<file path="src/rtl/tx_cfg_i2c_target.sv">
module tx_cfg_i2c_target #(
  parameter logic [6:0] DEV_ADDR = 7'h39
) (
  input  logic clk,
  input  logic rst_n,
  input  logic scl_i,
  input  logic sda_i,
  output logic sda_o,
  output logic sda_oe_o,
  output logic ddc_req_o,
  output logic ddc_mode_o
);
  localparam logic [7:0] REG_CTRL  = 8'h1A;
  localparam logic [7:0] REG_ID    = 8'h1B;
  localparam logic [7:0] REG_STAT  = 8'h3D;
  localparam logic [7:0] ID_VALUE  = 8'hB0;
  localparam logic [7:0] STAT_VAL  = 8'h04;
  localparam logic [7:0] CTRL_ACK  = 8'h06;
  localparam int         REQ_BIT   = 2;
  localparam int         GNT_BIT   = 1;

  typedef enum logic [2:0] {S_IDLE, S_ADDR, S_AACK, S_WR, S_WACK, S_RD, S_RACK} st_t;

  logic [1:0] scl_sy, sda_sy;
  logic       scl_q, sda_q;
  st_t        st;
  logic [3:0] bcnt;
  logic [7:0] shr, ptr, rd_val;
  logic       addr_pend, rd_dir, mack, req, ddc, oe;

  wire scl_s    = scl_sy[1];
  wire sda_s    = sda_sy[1];
  wire start_det = scl_s & scl_q & sda_q & ~sda_s;
  wire stop_det  = scl_s & scl_q & ~sda_q & sda_s;
  wire scl_rise  = scl_s & ~scl_q;
  wire scl_fall  = ~scl_s & scl_q;
  wire busy      = (st != S_IDLE);

  assign sda_o      = 1'b0;
  assign sda_oe_o   = oe;
  assign ddc_req_o  = req;
  assign ddc_mode_o = ddc;

  always_ff @(posedge clk or negedge rst_n)
    if (!rst_n) begin
      scl_sy <= 2'b11; sda_sy <= 2'b11; scl_q <= 1'b1; sda_q <= 1'b1;
    end else begin
      scl_sy <= {scl_sy[0], scl_i}; sda_sy <= {sda_sy[0], sda_i};
      scl_q  <= scl_s;              sda_q  <= sda_s;
    end

  always_comb
    case (ptr)
      REG_CTRL: rd_val = req ? CTRL_ACK : 8'h00;
      REG_ID:   rd_val = ID_VALUE;
      REG_STAT: rd_val = STAT_VAL;
      default:  rd_val = 8'h00;
    endcase

  always_ff @(posedge clk or negedge rst_n)
    if (!rst_n) begin
      st <= S_IDLE; bcnt <= '0; shr <= '0; ptr <= '0;
      addr_pend <= 1'b0; rd_dir <= 1'b0; mack <= 1'b0;
      req <= 1'b0; ddc <= 1'b0; oe <= 1'b0;
    end else if (start_det) begin
      st <= S_ADDR; bcnt <= '0; oe <= 1'b0;
    end else if (stop_det) begin
      st <= S_IDLE; oe <= 1'b0;
    end else begin
      case (st)
        S_ADDR, S_WR:
          if (scl_rise) begin
            shr  <= {shr[6:0], sda_s};
            bcnt <= bcnt + 4'd1;
          end else if (scl_fall && bcnt == 4'd8) begin
            if (st == S_ADDR) begin
              if (shr[7:1] == DEV_ADDR) begin
                oe <= 1'b1; st <= S_AACK; rd_dir <= shr[0];
                if (!shr[0]) addr_pend <= 1'b1;
              end else st <= S_IDLE;
            end else begin
              oe <= 1'b1; st <= S_WACK;
              if (addr_pend) begin
                ptr <= shr; addr_pend <= 1'b0;
              end else begin
                ptr <= ptr + 8'd1;
                if (ptr == REG_CTRL) begin
                  if (shr[REQ_BIT]) begin
                    req <= 1'b1;
                    if (shr[GNT_BIT]) ddc <= 1'b1;
                  end else begin
                    req <= 1'b0; ddc <= 1'b0;
                  end
                end
              end
            end
          end
        S_AACK, S_WACK:
          if (scl_fall) begin
            bcnt <= '0;
            if (st == S_AACK && rd_dir) begin
              shr <= rd_val; oe <= ~rd_val[7]; ptr <= ptr + 8'd1; st <= S_RD;
            end else begin
              oe <= 1'b0; st <= S_WR;
            end
          end
        S_RD:
          if (scl_rise) bcnt <= bcnt + 4'd1;
          else if (scl_fall) begin
            if (bcnt == 4'd8) begin
              oe <= 1'b0; st <= S_RACK;
            end else begin
              shr <= {shr[6:0], 1'b0}; oe <= ~shr[6];
            end
          end
        S_RACK:
          if (scl_rise) mack <= ~sda_s;
          else if (scl_fall) begin
            bcnt <= '0;
            if (mack) begin
              shr <= rd_val; oe <= ~rd_val[7]; ptr <= ptr + 8'd1; st <= S_RD;
            end else st <= S_IDLE;
          end
        default: ;
      endcase
    end
endmodule

</file>
<file path="config.mk">
export PLATFORM = sky130hd
export DESIGN_NAME = tx_cfg_i2c_target
export DESIGN_NICKNAME = d
export VERILOG_FILES = /design/src/rtl/tx_cfg_i2c_target.sv
export SDC_FILE = /design/constraint.sdc
export NUM_CORES = 1
export LEC_CHECK = 0
export ABC_CLOCK_PERIOD_IN_PS = 2650
export BUFFER_PORTS_ARGS = -buffer_cell sky130_fd_sc_hd__buf_2
export CORE_UTILIZATION = 45
export CTS_CLUSTER_DIAMETER = 100
export CTS_CLUSTER_SIZE = 14
export DETAILED_ROUTE_END_ITERATION = 12
export GPL_TIMING_DRIVEN = 0
export PLACE_DENSITY_LB_ADDON = 0.3
export SLEW_MARGIN = 20
export SYNTH_ARGS = -nofsm -noshare
export SYNTH_HDL_FRONTEND = slang
export SYNTH_SLANG_ARGS = --single-unit
</file>
<file path="constraint.sdc">
create_clock -name clk -period 2.65 [get_ports clk]
set_clock_uncertainty 0.2 [all_clocks]
set_input_delay 0.53 -clock clk [delete_from_list [all_inputs] [get_ports clk]]
set_output_delay 0.53 -clock clk [all_outputs]
set_load 0.05 [all_outputs]
</file>
==> flow_summary.toml <==
[outcome]
status = "finished, violations left"
violations = "DRC"

[floorplanning]
dieHeight_um = 71.38
die_x_um = 71.38
initial_core_util = 0.4841
num_io_pins = 8
dieArea_mm2 = 0.005094
core_area_mm2 = 0.004474
row_count = 24

[cts]
clock-root-buffer = "clkbuf_8"
clock_path_buffers = 2
clkSlewWorstSetupHoldPaths_ns = 0.07
hold_buffers = 0
cts_resized = 0
clock_latency_ns = 0.30
cts_tree = "done"
htreeDepth = 2
cts_made_buffers = 5
cts_setup_buffers = 0
clock-sinks = 35

[global_route]
overflow = 0
grt_pass1_wl_mm = 7.797
grt_max_degree = 36
track_usage = 0.2015
grt_antenna_before_repair = 0
grt_pass1_vias = 1567

[power_and_ir_drop]
p_per_area_mw_per_mm2 = 902.2
leakagePower_nw = 1.009
max-vdd-ir-drop_mv = 0.5712

[synthesis]
avgSynthCellArea_um2 = 9.669
synth_cell_types = 59
synth_top_area_frac = 0.3351
async_reset_ff_frac = 1.000
synth_edf_count = 0
netlist_instances = 224
yosys.area.top_type = "dfrtp_1"
netlist_top_cells_count = "29 x dfrtp_1, 18 x nand2_1, 16 x nor2_1"
yosysWarnings = 0
synth_area_leaders = "dfrtp_1 34%, dfstp_2 7.3%, a21oi_1 3.2%, mux2i_1 3.2%, nand2_1 3.1%"
synth_most_common_cell = "dfrtp_1"
synthFlopType = "dfrtp_1"
ys_ff_latch = 35
syn_area_mm2 = 0.002166
synth-seq-area-share = 0.4079
synth_nets = 233

[flow_run]
cap_violations = 0

[placed_design]
port_buffers = 6
routabilityCongestion = 0.8656
hpwl_mm = 3.255
placed_area_mm2 = 0.002261
dp.cells = 282

[critical_path]
worstPathBufferInverterCount = 1
cp_top_family = "simple AND/OR/NAND/NOR gates"
cp.arrival_ns = 2.10
cp-start-kind = "register"
worstPathCellList = "inv_1 > ha_1 > nand3b_1 > nor3_1 > and4b_1 > mux2_1"
path_max_fanout = 5
end_kind = "register"
worstPathRequired_ns = 2.63
critPathSlowestCell = "dfrtp_1"
critPathKind = "register to register"
critPathMaxStageDelay_ns = 0.41

[route]
drc = 1
dr.pass1.iters = 8
vias = 1713
ant_nets = 0
wl_mm = 4.591
routed_via_density = 5.907
wl_per_cell_um = 15.83
drt_iter0_drc = 117

[sta]
worstMarginPinSlew_ns = 0.7792
max_freq_mhz = 470.8
period_needed_ns = 2.124
grt_setup_unrepaired = "no"
whs_ns = 0.1098
period_share = 0.8015
hold_viol_final = 0
setup_viol = 0
drv_slew = 0
fin_setup_tns_ns = 0
maxSlewHeadroom = 0.4805

[cells_and_area]
diodes = 0
design_area_mm2 = 0.002346
nFillCells = 388
drive_above_1_share = 0.1765
post-route-util = 0.5243
stdcell_count = 290
fin_nets = 246
area_growth_pct = 8.319

[hold_path]
hold_class = "input pin to asynchronous set/reset pin"
[logic make-up (layout without fill, tap and decap cells)]
kind of cell | Yosys count | count (layout) | synth area share
fa+ha+maj | 5 | 5 | 0.02889
xor+xnor | 1 | 1 | 0.004045
compound gates | 64 | 64 | 0.2207
flops | 35 | 35 | 0.4079
buf+inv | 23 | 37 | 0.04968
other cells | 1 | 1 | 0.001731
simple gates | 81 | 81 | 0.2184
mux | 14 | 14 | 0.06875
[sequential cells by signal, indices dropped and copies added, names as in the netlist, 2 cells and up]
| register | flops |
|---|---|
| ptr | 8 |
| scl_sy | 2 |
| sda_sy | 2 |
| bcnt | 4 |
| shr | 8 |
| st | 3 |
[power breakdown]
group	internal [mW]	switching [mW]
combinational	0.362	0.543
clock	0.184	0.202
sequential	0.669	0.157
[cell type report]
class                           instances  area [um2]  share of cell area
Multi-Input combinational cell        166        1175              0.5008
Sequential cell                        35       883.3              0.3765
Clock buffer                            6       72.57             0.03093
Tap cell                               52       65.06             0.02773
Buffer                                  9       55.05             0.02347
Inverter                               14       52.55             0.02240
Timing Repair Buffer                    6       30.03             0.01280
Clock inverter                          2       12.51            0.005333
[worst paths after layout]
kind | start | end | slack [ns] | cells past startpoint
worst max register to register | bcnt[0]$_DFFE_PN0P_ | ddc_req_o$_DFFE_PN0P_ | 0.53 | 6
worst min-delay path | rst_n | st[1]$_DFFE_PN0P_ | 0.11 | 1
min in group clk | scl_i | scl_sy[0]$_DFF_PN1_ | 0.13 | 1
max in group asynchronous | rst_n | ptr[4]$_DFFE_PN0P_ | 1.64 | 1
worst max-delay path | bcnt[0]$_DFFE_PN0P_ | ddc_req_o$_DFFE_PN0P_ | 0.53 | 6
worst min register to register | scl_sy[0]$_DFF_PN1_ | scl_sy[1]$_DFF_PN1_ | 0.16 | 0
[metal layers]
metal | vias to the layer above | global-route usage | wire length (um)
met4 | 0 | 0.1067 | 112
met1 | 787 | 0.2941 | 2278
met2 | 73 | 0.2762 | 1894
met3 | 10 | 0.04641 | 304
li1 | 843 | - | -
met5 | - | 0 | 0
[per-stage QoR]
| step | total power, mW | setup WS [ns] |
|---|---|---|
| 2_1_floorplan | 1.519 | 0.7202 |
| 3_3_place_gp | 1.724 | 0.5492 |
| 3_5_place_dp | 1.735 | 0.5341 |
| 5_1_grt | 2.270 | 0.3801 |
| 4_1_cts | 2.124 | 0.5179 |
| 6_report | 2.117 | 0.5261 |
[placed cells by master, fill, tap and decap left out, drive strengths merged, types with 4 or more instances in the layout]
master	n
o211ai	4
buf	12
a2bb2oi	8
o21ai	14
mux2i	7
a31oi	5
o22ai	4
dfstp	6
dfrtp	29
nand3	9
nand2b	6
nor2	18
inv	14
clkbuf	9
a21oi	15
ha	5
nor3	9
nand2	18
mux2	7
Note: power is estimated with default switching activity, not from simulation.
